===== src/rtl/pbd_pkg.sv =====
package pbd_pkg;
   parameter int unsigned PBD_WIDTH_DEF  = 12;
   parameter int unsigned PBD_HOLD_DEF   = 8;
   parameter int unsigned PBD_GATE_DEF   = 10;
   parameter int unsigned PBD_COPIES_DEF = 2;

   typedef enum logic {
      POL_EVEN = 1'b0,
      POL_ODD  = 1'b1
   } par_pol_e;
endpackage


===== src/rtl/pbd_capture.sv =====
module pbd_capture #(
   parameter int unsigned WIDTH     = 12,
   parameter int unsigned HOLD_BITS = 8
) (
   input  logic             clk,
   input  logic             rst,
   input  logic             pass_mode,
   input  logic             keep_low,
   input  logic [WIDTH-1:0] din,
   output logic [WIDTH-1:0] word_q,
   output logic [WIDTH-1:0] dly_q,
   output logic [WIDTH-1:0] y_word
);
   localparam int unsigned UPPER_LO = HOLD_BITS;

   generate
      if (HOLD_BITS == 0) begin : g_flat
         logic unused_keep;
         assign unused_keep = keep_low;
         always_ff @(posedge clk) begin
            if (rst) word_q <= '0;
            else     word_q <= din;
         end
      end else begin : g_split
         always_ff @(posedge clk) begin
            if (rst) begin
               word_q <= '0;
            end else begin
               word_q[WIDTH-1:UPPER_LO] <= din[WIDTH-1:UPPER_LO];
               if (!keep_low) word_q[UPPER_LO-1:0] <= din[UPPER_LO-1:0];
            end
         end
      end
   endgenerate

   always_ff @(posedge clk) begin
      if (rst) dly_q <= '0;
      else     dly_q <= word_q;
   end

   assign y_word = pass_mode ? din : word_q;
endmodule


===== src/rtl/pbd_check_core.sv =====
module pbd_check_core
   import pbd_pkg::*;
#(
   parameter int unsigned WIDTH = 12
) (
   input  logic             clk,
   input  logic             rst,
   input  logic [WIDTH-1:0] dly_q,
   input  logic             par_in,
   input  logic             gate_n,
   input  logic             sum_drive_n,
   input  logic             cas_in,
   output logic             psum,
   output logic             err_q
);
   logic     par_q;
   par_pol_e pol;
   logic     mismatch;

   always_ff @(posedge clk) begin
      if (rst) par_q <= 1'b0;
      else     par_q <= par_in;
   end

   assign psum     = (^dly_q) ^ par_q;
   assign pol      = sum_drive_n ? par_pol_e'(cas_in) : POL_EVEN;
   assign mismatch = psum ^ logic'(pol);

   always_ff @(posedge clk) begin
      if (rst)          err_q <= 1'b0;
      else if (!gate_n) err_q <= mismatch;
   end
endmodule


===== src/rtl/pbd_out_stage.sv =====
module pbd_out_stage #(
   parameter int unsigned WIDTH  = 12,
   parameter int unsigned COPIES = 2
) (
   input  logic                         oe_n,
   input  logic                         sum_drive_n,
   input  logic [WIDTH-1:0]             y_word,
   input  logic                         err_q,
   input  logic                         psum,
   output logic [COPIES-1:0][WIDTH-1:0] y_rep,
   output logic                         y_oe,
   output logic                         err_pull,
   output logic                         cas_out,
   output logic                         cas_oe
);
   generate
      for (genvar c = 0; c < COPIES; c++) begin : g_copy
         assign y_rep[c] = y_word;
      end
   endgenerate

   assign y_oe     = ~oe_n;
   assign err_pull = err_q & ~oe_n;
   assign cas_oe   = ~sum_drive_n;
   assign cas_out  = psum & ~sum_drive_n;
endmodule


===== src/rtl/dual_bus_parity_drv.sv =====
module dual_bus_parity_drv
   import pbd_pkg::*;
#(
   parameter int unsigned WIDTH     = PBD_WIDTH_DEF,
   parameter int unsigned HOLD_BITS = PBD_HOLD_DEF,
   parameter int unsigned GATE_BIT  = PBD_GATE_DEF
) (
   input  logic             clk,
   input  logic             rst,
   input  logic [WIDTH-1:0] din,
   input  logic             par_in,
   input  logic             pass_mode,
   input  logic             keep_low,
   input  logic             oe_n,
   input  logic             sum_drive_n,
   input  logic             cas_in,
   output logic [WIDTH-1:0] y_a,
   output logic [WIDTH-1:0] y_b,
   output logic             y_oe,
   output logic             cas_out,
   output logic             cas_oe,
   output logic             err_pull
);
   localparam int unsigned COPIES = PBD_COPIES_DEF;

   generate
      if (WIDTH < 2) begin : g_bad_width
         $error("dual_bus_parity_drv: WIDTH must be at least 2");
      end
      if (HOLD_BITS >= WIDTH) begin : g_bad_hold
         $error("dual_bus_parity_drv: HOLD_BITS must be below WIDTH");
      end
      if (GATE_BIT >= WIDTH) begin : g_bad_gate
         $error("dual_bus_parity_drv: GATE_BIT must index a data bit");
      end
   endgenerate

   logic [WIDTH-1:0]             word_q;
   logic [WIDTH-1:0]             dly_q;
   logic [WIDTH-1:0]             y_word;
   logic                         psum;
   logic                         err_q;
   logic [COPIES-1:0][WIDTH-1:0] y_rep;

   pbd_capture #(.WIDTH(WIDTH), .HOLD_BITS(HOLD_BITS)) u_capture (
      .clk       (clk),
      .rst       (rst),
      .pass_mode (pass_mode),
      .keep_low  (keep_low),
      .din       (din),
      .word_q    (word_q),
      .dly_q     (dly_q),
      .y_word    (y_word)
   );

   pbd_check_core #(.WIDTH(WIDTH)) u_check (
      .clk         (clk),
      .rst         (rst),
      .dly_q       (dly_q),
      .par_in      (par_in),
      .gate_n      (din[GATE_BIT]),
      .sum_drive_n (sum_drive_n),
      .cas_in      (cas_in),
      .psum        (psum),
      .err_q       (err_q)
   );

   pbd_out_stage #(.WIDTH(WIDTH), .COPIES(COPIES)) u_out (
      .oe_n        (oe_n),
      .sum_drive_n (sum_drive_n),
      .y_word      (y_word),
      .err_q       (err_q),
      .psum        (psum),
      .y_rep       (y_rep),
      .y_oe        (y_oe),
      .err_pull    (err_pull),
      .cas_out     (cas_out),
      .cas_oe      (cas_oe)
   );

   assign y_a = y_rep[0];
   assign y_b = y_rep[1];
endmodule


===== config.mk =====
export PLATFORM = sky130hd
export DESIGN_NAME = dual_bus_parity_drv
export DESIGN_NICKNAME = d
export VERILOG_FILES = /design/src/rtl/pbd_pkg.sv /design/src/rtl/pbd_capture.sv /design/src/rtl/pbd_check_core.sv /design/src/rtl/pbd_out_stage.sv /design/src/rtl/dual_bus_parity_drv.sv
export SDC_FILE = /design/constraint.sdc
export NUM_CORES = 1
export LEC_CHECK = 0
export BUFFER_PORTS_ARGS = -buffer_cell sky130_fd_sc_hd__buf_2
export CAP_MARGIN = 20
export CORE_MARGIN = 2
export CORE_UTILIZATION = 52
export CTS_CLUSTER_SIZE = 14
export DETAILED_ROUTE_END_ITERATION = 8
export PLACE_DENSITY = 0.95
export SYNTH_ARGS = -nofsm -noshare
export SYNTH_HDL_FRONTEND = slang
export SYNTH_HIERARCHICAL = 1
export SYNTH_SLANG_ARGS = --single-unit

===== constraint.sdc =====
create_clock -name clk -period 2.7 [get_ports clk]
set_clock_uncertainty 0.05 [all_clocks]
set_input_delay 0.27 -clock clk [delete_from_list [all_inputs] [get_ports clk]]
set_output_delay 0.27 -clock clk [all_outputs]
set_load 0.01 [all_outputs]

# Word-level counts from Yosys, hierarchy flattened
# Index checks and enable logic that the tools add are counted.
# op_classes
n_mux	2
bitwise	6
reduce_logical	1
# ops
op	n
$mux W12	1
$reduce_xor A12 Y1	1
$and A1 B1 Y1	2
$not A1 Y1	2
$xor A1 B1 Y1	2
$mux W1	1
# word_totals
regBits	26
output_inout_bits	28
wordCells	14

# Logic depth before layout (Yosys ltp)
# logic_depth
ltp_word	3
ltp_mapped	4
ltp_nobuf	4

# Hierarchy
# Netlist, hierarchy kept.
# modules_own_cells
mod	instances	cells_per_inst	area_each_um2	seq_area_each_um2
pbd_capture	1	72	892.1	480.5
pbd_check_core	1	17	210.2	40.0
pbd_out_stage	1	28	200.2	0.0

# Least setup slack after synthesis
# OpenSTA, ideal clock, no wires.
# synth_path
kind	reg2out
startpoint	register u_capture.dly_q[10]
endpoint	output cas_out
t_arrival_ns	1.241
t_required_ns	2.380
slack_ns	1.139
stages_incl_launch_ff	5
path_buffers	0
cell_sequence	dfxtp_1 -> xnor3_1 -> xnor3_1 -> xor2_1 -> nor2b_1
# synth_between
elab_chain_len	3
# synth_lines
element	line_no	text
from (decl)	pbd_capture.sv:11	output logic [WIDTH-1:0] dly_q,
from (signal assigned)	pbd_capture.sv:38	else dly_q <= word_q;
$reduce_xor A12 Y1	pbd_check_core.sv:25	assign psum = (^dly_q) ^ par_q;
$xor A1 B1 Y1	pbd_check_core.sv:25	
via psum	dual_bus_parity_drv.sv:41	logic psum;
$and A1 B1 Y1	pbd_out_stage.sv:25	assign cas_out = psum & ~sum_drive_n;
to (decl)	dual_bus_parity_drv.sv:20	output logic cas_out,
# The timed path passes the listed nets, and every way through them passes these cells.

# Worst setup path in the final report
# Ends and elaborated chain as after synthesis.

==> metrics.txt <==
status completed; Clock Path Buffers 2; Starting Density 53.5%; DP Worst Slack 0.999 ns; maxcap violations 0; placed instance count 166; total track usage 14.7%; Critical Path, Cell by Cell xnor3_1 > xnor3_1 > xor2_1 > nor2b_1 > buf_2; fin. max-slew vios 0; RSZ-0062 raised after global routing false; CP startpoint u_capture/dly_q[10]; Residual DRC 0; clk_lat worst skew 0.30 ns; top cells by area, synth dfxtp_1, buf_4, mux2_4; site row count 18; Syn Area/Cell 11.1 um^2; setup tns final 0 ns; Via density 4.57; Cell Area, Synth 1300 um^2; # clock sinks 26; hold depth 2; critical hold path startpoint din[9]; Mapped Nets 137; synth warn 6; DR vias 777; Crit Path Max Fanout 2; CP Data Required Time 2.38 ns; CTS tree built; CTS Buf Count 3; non-filler cells, final 170; Clock Pin Slew Worst Setup and Hold Paths 0.13 ns; Fmax 488 MHz; Nets 161; die area 2920 um^2; CP most frequent cell xnor3_1; Relative slew margins 71.0%; area share of the largest cell type after synthesis 40.0%; Final WS setup 0.651 ns; WP data arrival 1.73 ns; die height 54.1 um; maximum vdd ir drop 0.000337 V; RePlAce Congestion 0.693; number of global-route vias before repair 711; FF+latch count, synth 26; DR pass1 iterations 2; Die W 54.1 um; Post-CTS Setup Bufs 0; Post-Route WL 2.05 mm; IO Port Bufs 47; number of distinct library cells after synthesis 17; Leak 0.743 nW; area leader, netlist dfxtp_1; RR Startpoint u_capture/dly_q[10]; Hold/Removal Path Class in2reg; Syn-to-layout area delta 7.69%; Final Hold Viols 0; CTS resizes 0; Reg2Reg Setup Slack 1.07 ns; Gate Count Post-Synth 117; endpoint class of the critical path output port; largest net degree at the start of global routing 27; Routed Antenna Nets 0; Reg2Reg Depth 4; sequential cell area fraction in the yosys report 40.0%; initial antenna violation count 0; DRT iter0 DRCs 5; routed len/inst 12.0 um; WHS 0.123 ns; critical path's largest stage delay 0.38 ns; startpoint types register; Core Area 2430 um^2; WS Path Type reg2out; GRT overflow 0; worst slew pin tran 0.435 ns; dpl cell area 1370 um^2; CTS root buf clkbuf_4; cts hold-fix bufs 0; Fillers 207; share of cells above drive strength 1 45.0%; slowest CP cell xnor3_1; I/O pin cnt 48; pwr/cell area 560 nW/um^2; final non-filler cell area 1400 um^2; final worst path period need 2.05 ns; CTS H-tree lvls 1; first-pass GRT wire length 3.02 mm; final setup fails 0; Ant. Diodes 0; Final period util 75.9%
state kept, by name (all words and copies together), names as in the netlist:
register / count
u_capture/dly_q: 12
u_capture/word_q: 12
u_check/err_q: 1
u_check/par_q: 1
Yosys cell counts:
master	instances
a21oi_1	1
buf_2	2
buf_4	25
buf_6	1
dfxtp_1	26
inv_1	3
mux2_2	2
mux2_4	10
mux2i_1	8
nand2_1	1
nor2_1	8
nor2b_1	19
o21bai_1	1
xnor2_1	3
xnor3_1	3
xor2_1	3
xor3_1	1
power by group:
part	leakage (nW)	switching [W]	internal, W
clock network	0.0210	0.000104	0.0000822
registers	0.214	0.0000104	0.000404
logic	0.508	0.0000778	0.000106
total	0.743	0.000193	0.000592
cells by family after synthesis:
logic type             Yosys count  synth area share [%]
flip-flops                      26                  40.0
multiplexers                    20                  19.4
buffers and inverters           31                  16.9
AO/OA/AOI/OAI                    2                 0.960
XOR/XNOR                        10                  11.0
AND/OR/NAND/NOR                 28                  11.7
metrics by stage:
stage	util [%]	total power [W]
CTS	57.7	0.000796
global placement	56.2	0.000601
finish	57.7	0.000785
detailed placement	56.2	0.000608
global route	57.7	0.000827
floorplan	-	0.000586
metal layers:
layer  vias up  track usage [%]  routed length (um)
met5         -                0                   0
met4         0             7.50                  27
met3         2             1.67                  81
met2        18             27.6                1110
met1       361             16.0                 824
li1        396                -                   -
layout by cell type, fill, tap and decap left out, drive strengths merged:
cell / Yosys / layout
xnor3: 3 / 3
xor3: 1 / 1
o21bai: 1 / 1
xnor2: 3 / 3
nor2b: 19 / 19
clkbuf: 0 / 4
dfxtp: 26 / 26
mux2: 12 / 12
xor2: 3 / 3
nor2: 8 / 8
nand2: 1 / 1
a21oi: 1 / 1
inv: 3 / 3
mux2i: 8 / 8
buf: 28 / 47
area by class of cell:
| class | instances | area (um^2) | area share (%) |
|---|---|---|---|
| clock buffers | 4 | 36.3 | 2.59 |
| inverters | 3 | 11.3 | 0.803 |
| multi-input cells | 60 | 562 | 40.1 |
| flip-flops and latches | 26 | 520 | 37.1 |
| well taps | 30 | 37.5 | 2.68 |
| repair buffers | 47 | 235 | 16.8 |
path summary, 6_finish.rpt:
| path | end |
|---|---|
| min reg2reg | u_capture/dly_q[8] |
| max reg2reg | u_check/err_q |
| min | u_capture/word_q[9] |
| max | cas_out |
worst max-delay path, delay by kind of cell (launching register included):
family / cells / cell delay (ns)
flops: 1 / 0.33
xor+xnor: 3 / 0.80
buf+inv: 1 / 0.14
simple gates: 1 / 0.15
Note: power is estimated with default switching activity, not from simulation.
